==> src/rtl/smode_pkg.sv <==
package smode_pkg;
    localparam int MODE_W  = 2;
    localparam int STATE_W = 3;

    localparam logic [MODE_W-1:0] MODE_NORM = 2'b00;
    localparam logic [MODE_W-1:0] MODE_HOLD = 2'b01;
    localparam logic [MODE_W-1:0] MODE_FREE = 2'b10;

    typedef enum logic [STATE_W-1:0] {
        ST_RESET = 3'd0,
        ST_FREE  = 3'd1,
        ST_NORM  = 3'd2,
        ST_HOLD  = 3'd3,
        ST_AUTO  = 3'd4
    } smode_e;
endpackage

==> src/rtl/smode_sampler.sv <==
module smode_sampler
    import smode_pkg::*;
(
    input  logic              clk,
    input  logic              rst_n,
    input  logic              strobe,
    input  logic [MODE_W-1:0] mode_in,
    input  logic              ref_in,
    output logic [MODE_W-1:0] mode_q,
    output logic              ref_chg
);
    logic strobe_q;
    logic ref_q;
    logic rise;

    assign rise = strobe & ~strobe_q;

    always_ff @(posedge clk or negedge rst_n) begin
        if (!rst_n) begin
            strobe_q <= 1'b0;
            mode_q   <= MODE_FREE;
            ref_q    <= 1'b0;
            ref_chg  <= 1'b0;
        end else begin
            strobe_q <= strobe;
            ref_chg  <= rise && (ref_in != ref_q);
            if (rise) begin
                mode_q <= mode_in;
                ref_q  <= ref_in;
            end
        end
    end

    // Two capture edges can never be adjacent, so a change pulse is single-cycle
    assert_chg_single_R8: assert property (@(posedge clk) disable iff (!rst_n)
        ref_chg |=> !ref_chg);
endmodule

==> src/rtl/smode_lock.sv <==
module smode_lock (
    input  logic clk,
    input  logic rst_n,
    input  logic enter_norm,
    input  logic lock_done,
    input  logic align_ok,
    output logic lock_q
);
    always_ff @(posedge clk or negedge rst_n) begin
        if (!rst_n) begin
            lock_q <= 1'b0;
        end else if (!enter_norm || !align_ok) begin
            lock_q <= 1'b0;
        end else if (lock_done) begin
            lock_q <= 1'b1;
        end
    end

    assert_align_drop_R9: assert property (@(posedge clk) disable iff (!rst_n)
        !align_ok |=> !lock_q);
endmodule

==> src/rtl/smode_ctrl.sv <==
module smode_ctrl
    import smode_pkg::*;
(
    input  logic               clk,
    input  logic               rst_n,
    input  logic               frame_strobe,
    input  logic [MODE_W-1:0]  mode_sel,
    input  logic               ref_sel,
    input  logic               ref_fail,
    input  logic               ref_is_8k,
    input  logic               lock_done,
    input  logic               align_ok,
    input  logic               ahold_dis,
    output logic [STATE_W-1:0] state_o,
    output logic               holdover_o,
    output logic               lock_o,
    output logic               hold_freq_o
);
    smode_e            state;
    smode_e            nxt;
    logic [MODE_W-1:0] mode_q;
    logic              ref_chg;
    logic              force_free;

    smode_sampler u_sampler (
        .clk     (clk),
        .rst_n   (rst_n),
        .strobe  (frame_strobe),
        .mode_in (mode_sel),
        .ref_in  (ref_sel),
        .mode_q  (mode_q),
        .ref_chg (ref_chg)
    );

    smode_lock u_lock (
        .clk        (clk),
        .rst_n      (rst_n),
        .enter_norm (nxt == ST_NORM),
        .lock_done  (lock_done),
        .align_ok   (align_ok),
        .lock_q     (lock_o)
    );

    assign force_free = mode_q[MODE_W-1];

    always_ff @(posedge clk or negedge rst_n) begin
        if (!rst_n) state <= ST_RESET;
        else        state <= nxt;
    end

    always_comb begin
        nxt = state;
        unique case (state)
            ST_RESET: nxt = ST_FREE;
            ST_FREE: begin
                if (!force_free) nxt = ST_HOLD;
            end
            ST_NORM: begin
                if (force_free)                nxt = ST_FREE;
                else if (mode_q == MODE_HOLD)  nxt = ST_HOLD;
                else if (ref_fail)             nxt = ST_AUTO;
                else if (ref_chg)              nxt = ST_HOLD;
            end
            ST_HOLD: begin
                if (force_free)                nxt = ST_FREE;
                else if (mode_q == MODE_NORM && lock_done && !ref_fail)
                                               nxt = ST_NORM;
            end
            ST_AUTO: begin
                if (force_free)                nxt = ST_FREE;
                else if (mode_q == MODE_HOLD)  nxt = ST_HOLD;
                else if (!ref_fail && ref_is_8k)  nxt = ST_HOLD;
                else if (!ref_fail && !ahold_dis) nxt = ST_NORM;
            end
            default: nxt = ST_RESET;
        endcase
    end

    always_comb begin
        state_o     = state;
        holdover_o  = 1'b0;
        hold_freq_o = 1'b0;
        unique case (state)
            ST_HOLD: begin
                holdover_o  = 1'b1;
                hold_freq_o = (mode_q != MODE_NORM);
            end
            ST_AUTO: begin
                holdover_o  = 1'b1;
                hold_freq_o = 1'b1;
            end
            ST_RESET, ST_FREE, ST_NORM: begin
                holdover_o  = 1'b0;
                hold_freq_o = 1'b0;
            end
            default: begin
                holdover_o  = 1'b0;
                hold_freq_o = 1'b0;
            end
        endcase
    end

    assert_reset_exit_R1: assert property (@(posedge clk) disable iff (!rst_n)
        state == ST_RESET |=> state == ST_FREE);

    assert_force_free_R3: assert property (@(posedge clk) disable iff (!rst_n)
        (force_free && state != ST_RESET) |=> state == ST_FREE);

    assert_fail_auto_R5: assert property (@(posedge clk) disable iff (!rst_n)
        (state == ST_NORM && mode_q == MODE_NORM && ref_fail) |=> state == ST_AUTO);

    assert_auto_block_R6: assert property (@(posedge clk) disable iff (!rst_n)
        (state == ST_AUTO && mode_q == MODE_NORM && !ref_fail && !ref_is_8k && ahold_dis)
        |=> state == ST_AUTO);

    assert_lock_in_norm_R9: assert property (@(posedge clk) disable iff (!rst_n)
        lock_o |-> state == ST_NORM);
endmodule

==> config.mk <==
export PLATFORM = sky130hd
export DESIGN_NAME = smode_ctrl
export DESIGN_NICKNAME = d
export VERILOG_FILES = /design/src/rtl/smode_pkg.sv /design/src/rtl/smode_sampler.sv /design/src/rtl/smode_lock.sv /design/src/rtl/smode_ctrl.sv
export SDC_FILE = /design/constraint.sdc
export NUM_CORES = 1
export LEC_CHECK = 0
export CAP_MARGIN = 5
export CELL_PAD_IN_SITES_DETAIL_PLACEMENT = 0
export CELL_PAD_IN_SITES_GLOBAL_PLACEMENT = 1
export CORE_UTILIZATION = 27
export DETAILED_ROUTE_END_ITERATION = 7
export PLACE_DENSITY = 0.69
export SLEW_MARGIN = 20
export SYNTH_ARGS = -nofsm -noshare
export SYNTH_HDL_FRONTEND = slang
export SYNTH_SLANG_ARGS = --single-unit
export TNS_END_PERCENT = 10
==> constraint.sdc <==
create_clock -name clk -period 1.44 [get_ports clk]
set_clock_uncertainty 0.1 [all_clocks]
set_input_delay 0.216 -clock clk [delete_from_list [all_inputs] [get_ports clk]]
set_output_delay 0.216 -clock clk [all_outputs]
set_load 0.01 [all_outputs]
-- Word-level counts from Yosys, hierarchy flattened
Cells that the tools add are included.
- equal/unequal tests: 7
- multiplexer cells: 16
- bitwise gates (word level): 2
- reductions and logical operators: 15
- operators by type and width (operator ; count):
    $mux W3 ; 11
    $pmux W3 S5 ; 1
    $eq A3 B2 Y1 const B ; 3
    $logic_and A1 B1 Y1 ; 5
    $logic_not A1 Y1 ; 4
    $reduce_bool A2 Y1 ; 2
    $eq A3 B1 Y1 const B ; 1
    $eq A3 B3 Y1 const B ; 1
    $logic_not A3 Y1 ; 1
    $mux W1 ; 3
    $eq A2 B1 Y1 const B ; 1
    $logic_not A2 Y1 ; 1
    $pmux W1 S2 ; 1
    $reduce_or A2 Y1 ; 1
    $and A1 B1 Y1 ; 1
    $logic_or A1 B1 Y1 ; 1
    $ne A1 B1 Y1 ; 1
    $not A1 Y1 ; 1
- register bits: 9
- input bits: 11
- output and inout bits: 6
- logic and storage cells: 46

-- Logic depth before layout (Yosys ltp)
Gate-level depths: netlist of the first run.
- depth in word-level cells: 11
- mapped depth: 4
- gate-level depth less buffers: 4

-- Cells and area by module
From an unflattened synthesis of the first run, not the netlist that was laid out.
- cells, all modules: 41
- area total of the unflattened synthesis: 490.5 µm²
- modules (own cells, without submodules) (module ; instances ; cells each ; area each (µm²) ; sequential area each (µm²)):
    smode_ctrl ; 1 ; 28 ; 254.0 ; 75.1
    smode_sampler ; 1 ; 11 ; 201.4 ; 126.4
    smode_lock ; 1 ; 2 ; 35.0 ; 25.0

-- Worst setup path after synthesis of the first run
No wires, ideal clock.
- path kind: reg2reg
- start point: reg state[0], in the netlist state_o[0]
- end point: reg u_lock.lock_q
- setup time: 0.111 ns
- arrival time: 1.341 ns
- required time: 1.229 ns
- slack: -0.113 ns
- stages on the path, launching flop included: 5
- path buffers: 0
- clock period less this slack: 1.553 ns
- cell sequence: dfrtp_1 -> or3b_1 -> nor2_1 -> o21ai_0 -> a2111oi_2
- cells in the longest elaborated chain, start to end: 9
- elaborated cells between the ends (all ways): 22
- those cells by class: eq/ne (5); mux (13); reduce/logical (4)
- RTL lines (what ; line ; text):
    from (decl) ; smode_ctrl.sv:19 ; smode_e state;
    from (signal assigned) ; smode_ctrl.sv:48 ; else state <= nxt;
    $mux W3, on equally long branches ; smode_ctrl.sv:73, smode_ctrl.sv:62 ;
    $mux W3, on equally long branches ; smode_ctrl.sv:72, smode_ctrl.sv:61 ;
    $mux W3, on equally long branches ; smode_ctrl.sv:71, smode_ctrl.sv:60 ;
    $mux W3, on equally long branches ; smode_ctrl.sv:70, smode_ctrl.sv:59 ;
    $pmux W3 S5 * ; smode_ctrl.sv:53 ; unique case (state)
    $eq A3 B2 Y1 * ; smode_ctrl.sv:38 ; .enter_norm (nxt == ST_NORM),
    $logic_not A1 Y1 * ; smode_lock.sv:12 ; end else if (!enter_norm || !align_ok) begin
    $logic_or A1 B1 Y1 * ; smode_lock.sv:12 ;
    $mux W1 or $reduce_bool A2 Y1 (tied branches) ; -- ;
    to (signal assigned) ; smode_lock.sv:11 ; lock_q <= 1'b0;
    to (signal assigned) ; smode_lock.sv:13 ; lock_q <= 1'b0;
    to (signal assigned) ; smode_lock.sv:15 ; lock_q <= 1'b1;
    to (decl) ; smode_lock.sv:7 ; output logic lock_q
Mark *: on every way between the ends. The rest lies on a longest branch, timed or not.
A chain may end at the register's enable or synchronous reset.

-- Worst setup path after layout of the first run
Ends and elaborated chain as after synthesis.

==> results of run 1 <==
==> logic make-up (layout without fill, tap and decap cells) <==
logic type                after synthesis  count (layout)
AOI/OAI and AO/OA                      11              11
xor gates and xnor gates                1               1
buffers and inverters                   2              32
DFF                                     9               9
muxes                                   3               3
and+or+nand+nor                        18              18
==> per-layer routing <==
layer,global-route usage [%],up-vias
met4,9.09,0
met3,1.70,2
met2,22.7,19
met5,0,-
li1,-,216
met1,16.1,193
==> cell type report <==
| cell class | instances | area share (%) |
|---|---|---|
| inverter | 2 | 1.01 |
| sequential | 9 | 30.6 |
| multi-input combinational | 33 | 31.8 |
| clock buffer | 4 | 3.54 |
| tap | 16 | 2.69 |
| timing repair buffer | 26 | 30.3 |
==> sequential cells by signal, indices dropped and copies added, names as in the netlist <==
name,cells
state_o,3
u_sampler.ref_chg,1
u_lock.lock_q,1
u_sampler.mode_q,2
u_sampler.ref_q,1
u_sampler.strobe_q,1
==> path summary, 6_finish.rpt <==
path	startpoint	slack (ns)	endpoint
max	state_o[0]	-0.17	u_lock.lock_q
min	rst_n	0.14	u_sampler.strobe_q
max reg2reg	state_o[0]	-0.17	u_lock.lock_q
max in group asynchronous	rst_n	0.79	u_sampler.mode_q[1]
min in group clk	frame_strobe	0.32	u_sampler.strobe_q
min reg2reg	u_sampler.ref_q	0.41	u_sampler.ref_q
==> worst register-to-register path, cell delays in order (launching register included) <==
cell and delay, ns:
dfrtp_2 0.40, or3b_4 0.39, buf_6 0.13, nor2_4 0.07, o21ai_2 0.07, a2111oi_2 0.35
==> power groups by stage <==
| stage | logic (W) | registers [W] | clock network, W |
|---|---|---|---|
| after floorplan | 0.0000538 | 0.000310 | 0 |
| after global placement | 0.000181 | 0.000296 | 0 |
| final | 0.000169 | 0.000293 | 0.000189 |
| after global routing | 0.000186 | 0.000297 | 0.000212 |
| after detailed placement | 0.000180 | 0.000297 | 0 |
| after CTS | 0.000165 | 0.000294 | 0.000197 |
==> repair_timing <==
| action | in CTS | in global routing |
|---|---|---|
| setup buffers | 0 | 1 |
| gates resized for setup | 13 | 6 |
| setup endpoints to repair | 8 | 5 |
| pin swaps | 0 | 2 |
| gates cloned | 0 | 0 |
==> synth_stat cells <==
cell type  number  area share (%)
o21ai_1         1             1.1
a2111oi_2       2             6.6
o21ai_0         5             5.5
xor2_1          1             1.9
a41oi_1         1             1.9
or3_1           1             1.4
o41ai_1         1             1.9
dfstp_2         1             5.8
dfrtp_1         8              44
a21oi_1         1             1.1
nor2b_1         4             5.5
nor2_1          4             3.3
mux2_1          3             7.4
nand2b_1        1             1.4
nand2_1         4             3.3
inv_1           2             1.7
and2_1          1             1.4
nand3_1         1             1.1
or3b_1          1             1.9
and2b_1         1             1.7
==> per-stage QoR <==
| stage | power (W) | util, % |
|---|---|---|
| 2_1_floorplan | 0.000363 | - |
| 5_1_grt | 0.000694 | 48.2 |
| 3_5_place_dp | 0.000477 | 45.6 |
| 4_1_cts | 0.000656 | 46.5 |
| 6_report | 0.000651 | 48.2 |
| 3_3_place_gp | 0.000477 | 45.6 |
==> cell usage in the layout (no fill, tap or decap), drive strengths merged <==
master / n
nand2b: 1
dfstp: 1
a2111oi: 2
clkdlybuf4s50: 10
inv: 2
nand3: 1
or3b: 1
o21ai: 6
nor2b: 4
clkbuf: 4
dfrtp: 8
mux2: 3
nor2: 4
nand2: 4
and2b: 1
xor2: 1
a21oi: 1
buf: 12
o41ai: 1
and2: 1
or3: 1
dlygate4sd2: 3
clkdlybuf4s15: 1
a41oi: 1
==> metrics.cfg, run 1 <==
[power]
p_sw_w = 0.000176
comb_power_share_pct = 25.9
power.density_nw_per_um2 = 876
leakagePower_nw = 0.322
power.share.clock_pct = 29.0
vdd_ir_drop_max_mv = 0.444
p_sw_share_pct = 27.0
seqPwrFrac_pct = 45.0
p_int_w = 0.000475

[drt]
antenna_left = 0
wl_met3_um = 78
wl_per_cell_um = 11.6
wl_met2_um = 473
wl_met1_um = 476
drt-initial-drc-count = 10
wirelength_um = 1040
vias = 430
top_layer = met4
viasPerCell = 4.78
drc = 0
first_pass_iters = 4

[synthesis]
synth_top_family_by_area = simple AND/OR/NAND/NOR gates
synthMuxAreaShare_pct = 7.44
yosysWarnings = 0
synth_xor_area_share_pct = 1.93
synth_compound_area_share_pct = 18.2
synth_fa_ha_area_share_pct = 0
ys_types = 20
synth-simple-area-share_pct = 20.9
ys_ff_latch = 9
avgSynthCellArea_um2 = 10.3
synthesis.area_um2 = 454
syn-num-nets = 55
syn-instance-count = 44
ys_seq_area_share_pct = 49.9

[cts]
clock_sink_count = 9
clock_path_buffers = 2
clk_latency_ns = 0.26
cts_root_buffer = clkbuf_4
postCtsHoldBufs = 0
tritoncts = built
path_clk_slew_ns = 0.06
cts_max_level = 1
cts-buffers-inserted = 3

[setup_path]
cp_max_fo = 3
cp.arrival_ns = 1.66
critPathLaunchType = register
rr_worst_depth = 5
crit_slowest_cell = dfrtp_2
path_buf_inv = 1
cpPeakStageDelay_ns = 0.40
worstSetupPathType = register to register
endpoint_kind = register
critical_path.top_delay_family = simple AND/OR/NAND/NOR gates
crit_chain = or3b_4 > buf_6 > nor2_4 > o21ai_2 > a2111oi_2
cp.depth = 5
required_ns = 1.49

[timing]
rsz0062_at_grt = true
tightestPinTransition_ns = 0.439
finalCriticalPeriod_ns = 1.61
hold_slack_ns = 0.143
final_hold_viol_count = 0
setup_viol = 4
slew_violations = 0
finalWorstSetupSlack_ns = -0.172
final.setup.tns_ns = -0.443
max_freq_mhz = 620
max_slew_margin_pct = 70.7
period_share_pct = 112

[finish]
layout.nets = 86
drive_above_1_share_pct = 31.1
multi_input_area_um2 = 236
area_delta_synth_final_pct = 63.6
seq_area_um2 = 228
diodes = 0
layout.cells.non_filler = 90
fillCellCount = 155
final_area_um2 = 743

[placed_design]
dp.cells = 85
hpwl_um = 799
place_ws_ns = -0.378
portBuffers = 16
dpl_cell_area_um2 = 703
gp_congestion = 0.773

[die]
die_y_um = 43.0
die-area_um2 = 1850
design.core.area_um2 = 1540
row_count = 14
ioPinCount = 17
initial_core_util_pct = 29.5
fp.dieW_um = 43.0

[outcome]
violations = negative setup slack
status = complete, but fails checks

[grt]
antenna_found_initial = 0
grt_start_max_net_pins = 10
grt_use_total_pct = 13.6
grt_pass1_vias = 465
grt-ovfl-total = 0
grt_pass1_wl_um = 1880

[hold_path]
min_path_type = primary input to async pin

[run]
max_cap_viol_count = 0

Power figures use the tool's default switching activity.
==> run 2: changes to the inputs <==
Settings changed: CTS_BUF_LIST set to sky130_fd_sc_hd__clkbuf_16, RECOVER_POWER set to 100.
==> metrics.cfg, run 2 (synthesized netlist as in run 1, its figures left out) <==
[outcome]
status = complete, but fails checks
violations = negative setup slack

[timing]
setup_viol = 4  ; unchanged
final_hold_viol_count = 0  ; unchanged
max_freq_mhz = 622  ; +0.19%
max_slew_margin_pct = 69.8  ; -0.90 points
finalWorstSetupSlack_ns = -0.169  ; +0.00300 ns
slew_violations = 0  ; unchanged
period_share_pct = 112  ; -0.21 points
tightestPinTransition_ns = 0.452  ; +0.0134 ns
finalCriticalPeriod_ns = 1.61  ; -0.00300 ns
rsz0062_at_grt = true

[grt]
grt-ovfl-total = 0  ; unchanged
top_usage_layer = met2
met2_usage_pct = 22.4  ; -0.30 points
grt_start_max_net_pins = 10  ; unchanged
grt_pass1_wl_um = 1930  ; +2.2%
grt_use_total_pct = 14.3  ; +0.70 points
antenna_found_initial = 0  ; unchanged
grt_pass1_vias = 463  ; -0.43%
use_met3_pct = 1.70  ; unchanged
globalRouteMet1Util_pct = 16.9  ; +0.79 points

[drt]
antenna_left = 0  ; unchanged
wirelength_um = 1050  ; about the same
viasPerCell = 4.82  ; +0.93%
wl_per_cell_um = 11.6  ; about the same
vias = 434  ; +0.93%
drc = 0  ; unchanged
first_pass_iters = 4  ; unchanged
drt-initial-drc-count = 14  ; +4

[setup_path]
worstSetupPathType = register to register
path_buf_inv = 1  ; unchanged
endpoint_kind = register
required_ns = 1.46  ; -0.03 ns
cpPeakStageDelay_ns = 0.39  ; about the same
critical_path.top_delay_family = simple AND/OR/NAND/NOR gates
cp.arrival_ns = 1.63  ; -0.03 ns
cp_max_fo = 3  ; unchanged
critPathLaunchType = register
crit_chain = or3b_4 > buf_6 > nor2_4 > o21ai_2 > a2111oi_2
crit_slowest_cell = dfrtp_2

[placed_design]
hpwl_um = 799  ; unchanged
dpl_cell_area_um2 = 703  ; unchanged
portBuffers = 16  ; unchanged
dp.cells = 85  ; unchanged
gp_congestion = 0.773  ; unchanged

[cts]
clk_latency_ns = 0.23  ; -0.03 ns
path_clk_slew_ns = 0.04  ; -0.02 ns
clock_path_buffers = 2  ; unchanged
cts_max_level = 1  ; unchanged
postCtsHoldBufs = 0  ; unchanged
cts_root_buffer = clkbuf_16
cts-buffers-inserted = 3  ; unchanged
tritoncts = built
clock_sink_count = 9  ; unchanged

[finish]
drive_above_1_share_pct = 28.4  ; -2.7 points
layout_common_cells = clkdlybuf4s50_1, dfrtp_1, buf_4
final_area_um2 = 790  ; +6.2%
layout.cells.non_filler = 90  ; unchanged
diodes = 0  ; unchanged
largest_reg_flops = 3  ; unchanged
area_delta_synth_final_pct = 73.8
fillCellCount = 153  ; -1.3%
layout.nets = 86  ; unchanged

[run]
max_cap_viol_count = 0  ; unchanged

[power]
vdd_ir_drop_max_mv = 0.971  ; +120%
leakagePower_nw = 0.346  ; +7.4%
power.density_nw_per_um2 = 1190  ; +35%
finalPower_w = 0.000936  ; +44%

[die]
initial_core_util_pct = 29.5  ; unchanged
ioPinCount = 17  ; unchanged
die_y_um = 43.0  ; unchanged
design.core.area_um2 = 1540  ; unchanged
fp.dieW_um = 43.0  ; unchanged
die-area_um2 = 1850  ; unchanged
row_count = 14  ; unchanged

[hold_path]
min_path_type = primary input to async pin

## run 2: cell count changes in the layout (fill, tap and decap cells not counted), sizes merged
cell and change:
buf -3, dlymetal6s2s +1, clkdlybuf4s50 -3, clkdlybuf4s25 +1, inv +1, dlygate4sd3 +2, clkbuf +2, clkdlybuf4s15 -1
## run 2: metrics by stage
| stage | hold WS (ns) | util, % | setup TNS (ns) | worst slack [ns] |
|---|---|---|---|---|
| floorplan | -0.180 | - | -0.0600 | -0.0600 |
| global placement | 0.387 | 45.6 | -1.59 | -0.350 |
| detailed placement | 0.406 | 45.6 | -1.61 | -0.378 |
| CTS | 0.194 | 50.0 | -0.459 | -0.205 |
| global route | 0.297 | 51.2 | -0.857 | -0.270 |
| finish | 0.246 | 51.2 | -0.409 | -0.169 |
## run 2: metal layers
layer	wire length, um	share of wire, %	vias up
met4	38	3.6	0
li1	-	-	218
met2	459	44	21
met1	475	45	191
met5	0	0	-
met3	70	6.7	4
## run 2: cell type report
class,instances,area [um^2],area share (%)
clock inverters,1,3.75,0.475
well taps,16,20.0,2.54
repair buffers,26,221,28.1
inverters,2,7.51,0.951
multi-input cells,33,234,29.6
flip-flops and latches,9,228,28.8
clock buffers,3,75.1,9.51
## run 2: final timing paths
check	cells after the start	start	slack (ns)	end
max	5	state_o[0]	-0.17	u_lock.lock_q
min	1	rst_n	0.25	u_sampler.strobe_q
max reg2reg	5	state_o[0]	-0.17	u_lock.lock_q
min reg2reg	1	u_sampler.ref_q	0.41	u_sampler.ref_q
max in group asynchronous	1	rst_n	0.68	u_sampler.mode_q[1]
min in group clk	3	ref_fail	0.32	state_o[2]
## run 2: worst reg2reg max path, stage by stage, from the launching register on
cell       delay (ns)
dfrtp_2          0.39
or3b_4           0.39
buf_6            0.13
nor2_4           0.07
o21ai_2          0.07
a2111oi_2        0.35
## run 2: where the power goes
group / internal [W] / switching [W] / total (W)
Clock: 0.000362 / 0.000117 / 0.000480
Combinational: 0.0000847 / 0.0000780 / 0.000163
Sequential: 0.000280 / 0.0000138 / 0.000294
## run 2: what timing repair did
action                     in CTS  in global routing
gates resized for setup        12                  6
buffers inserted                0                  1
setup endpoints to repair       7                  5
pin swaps                       0                  2
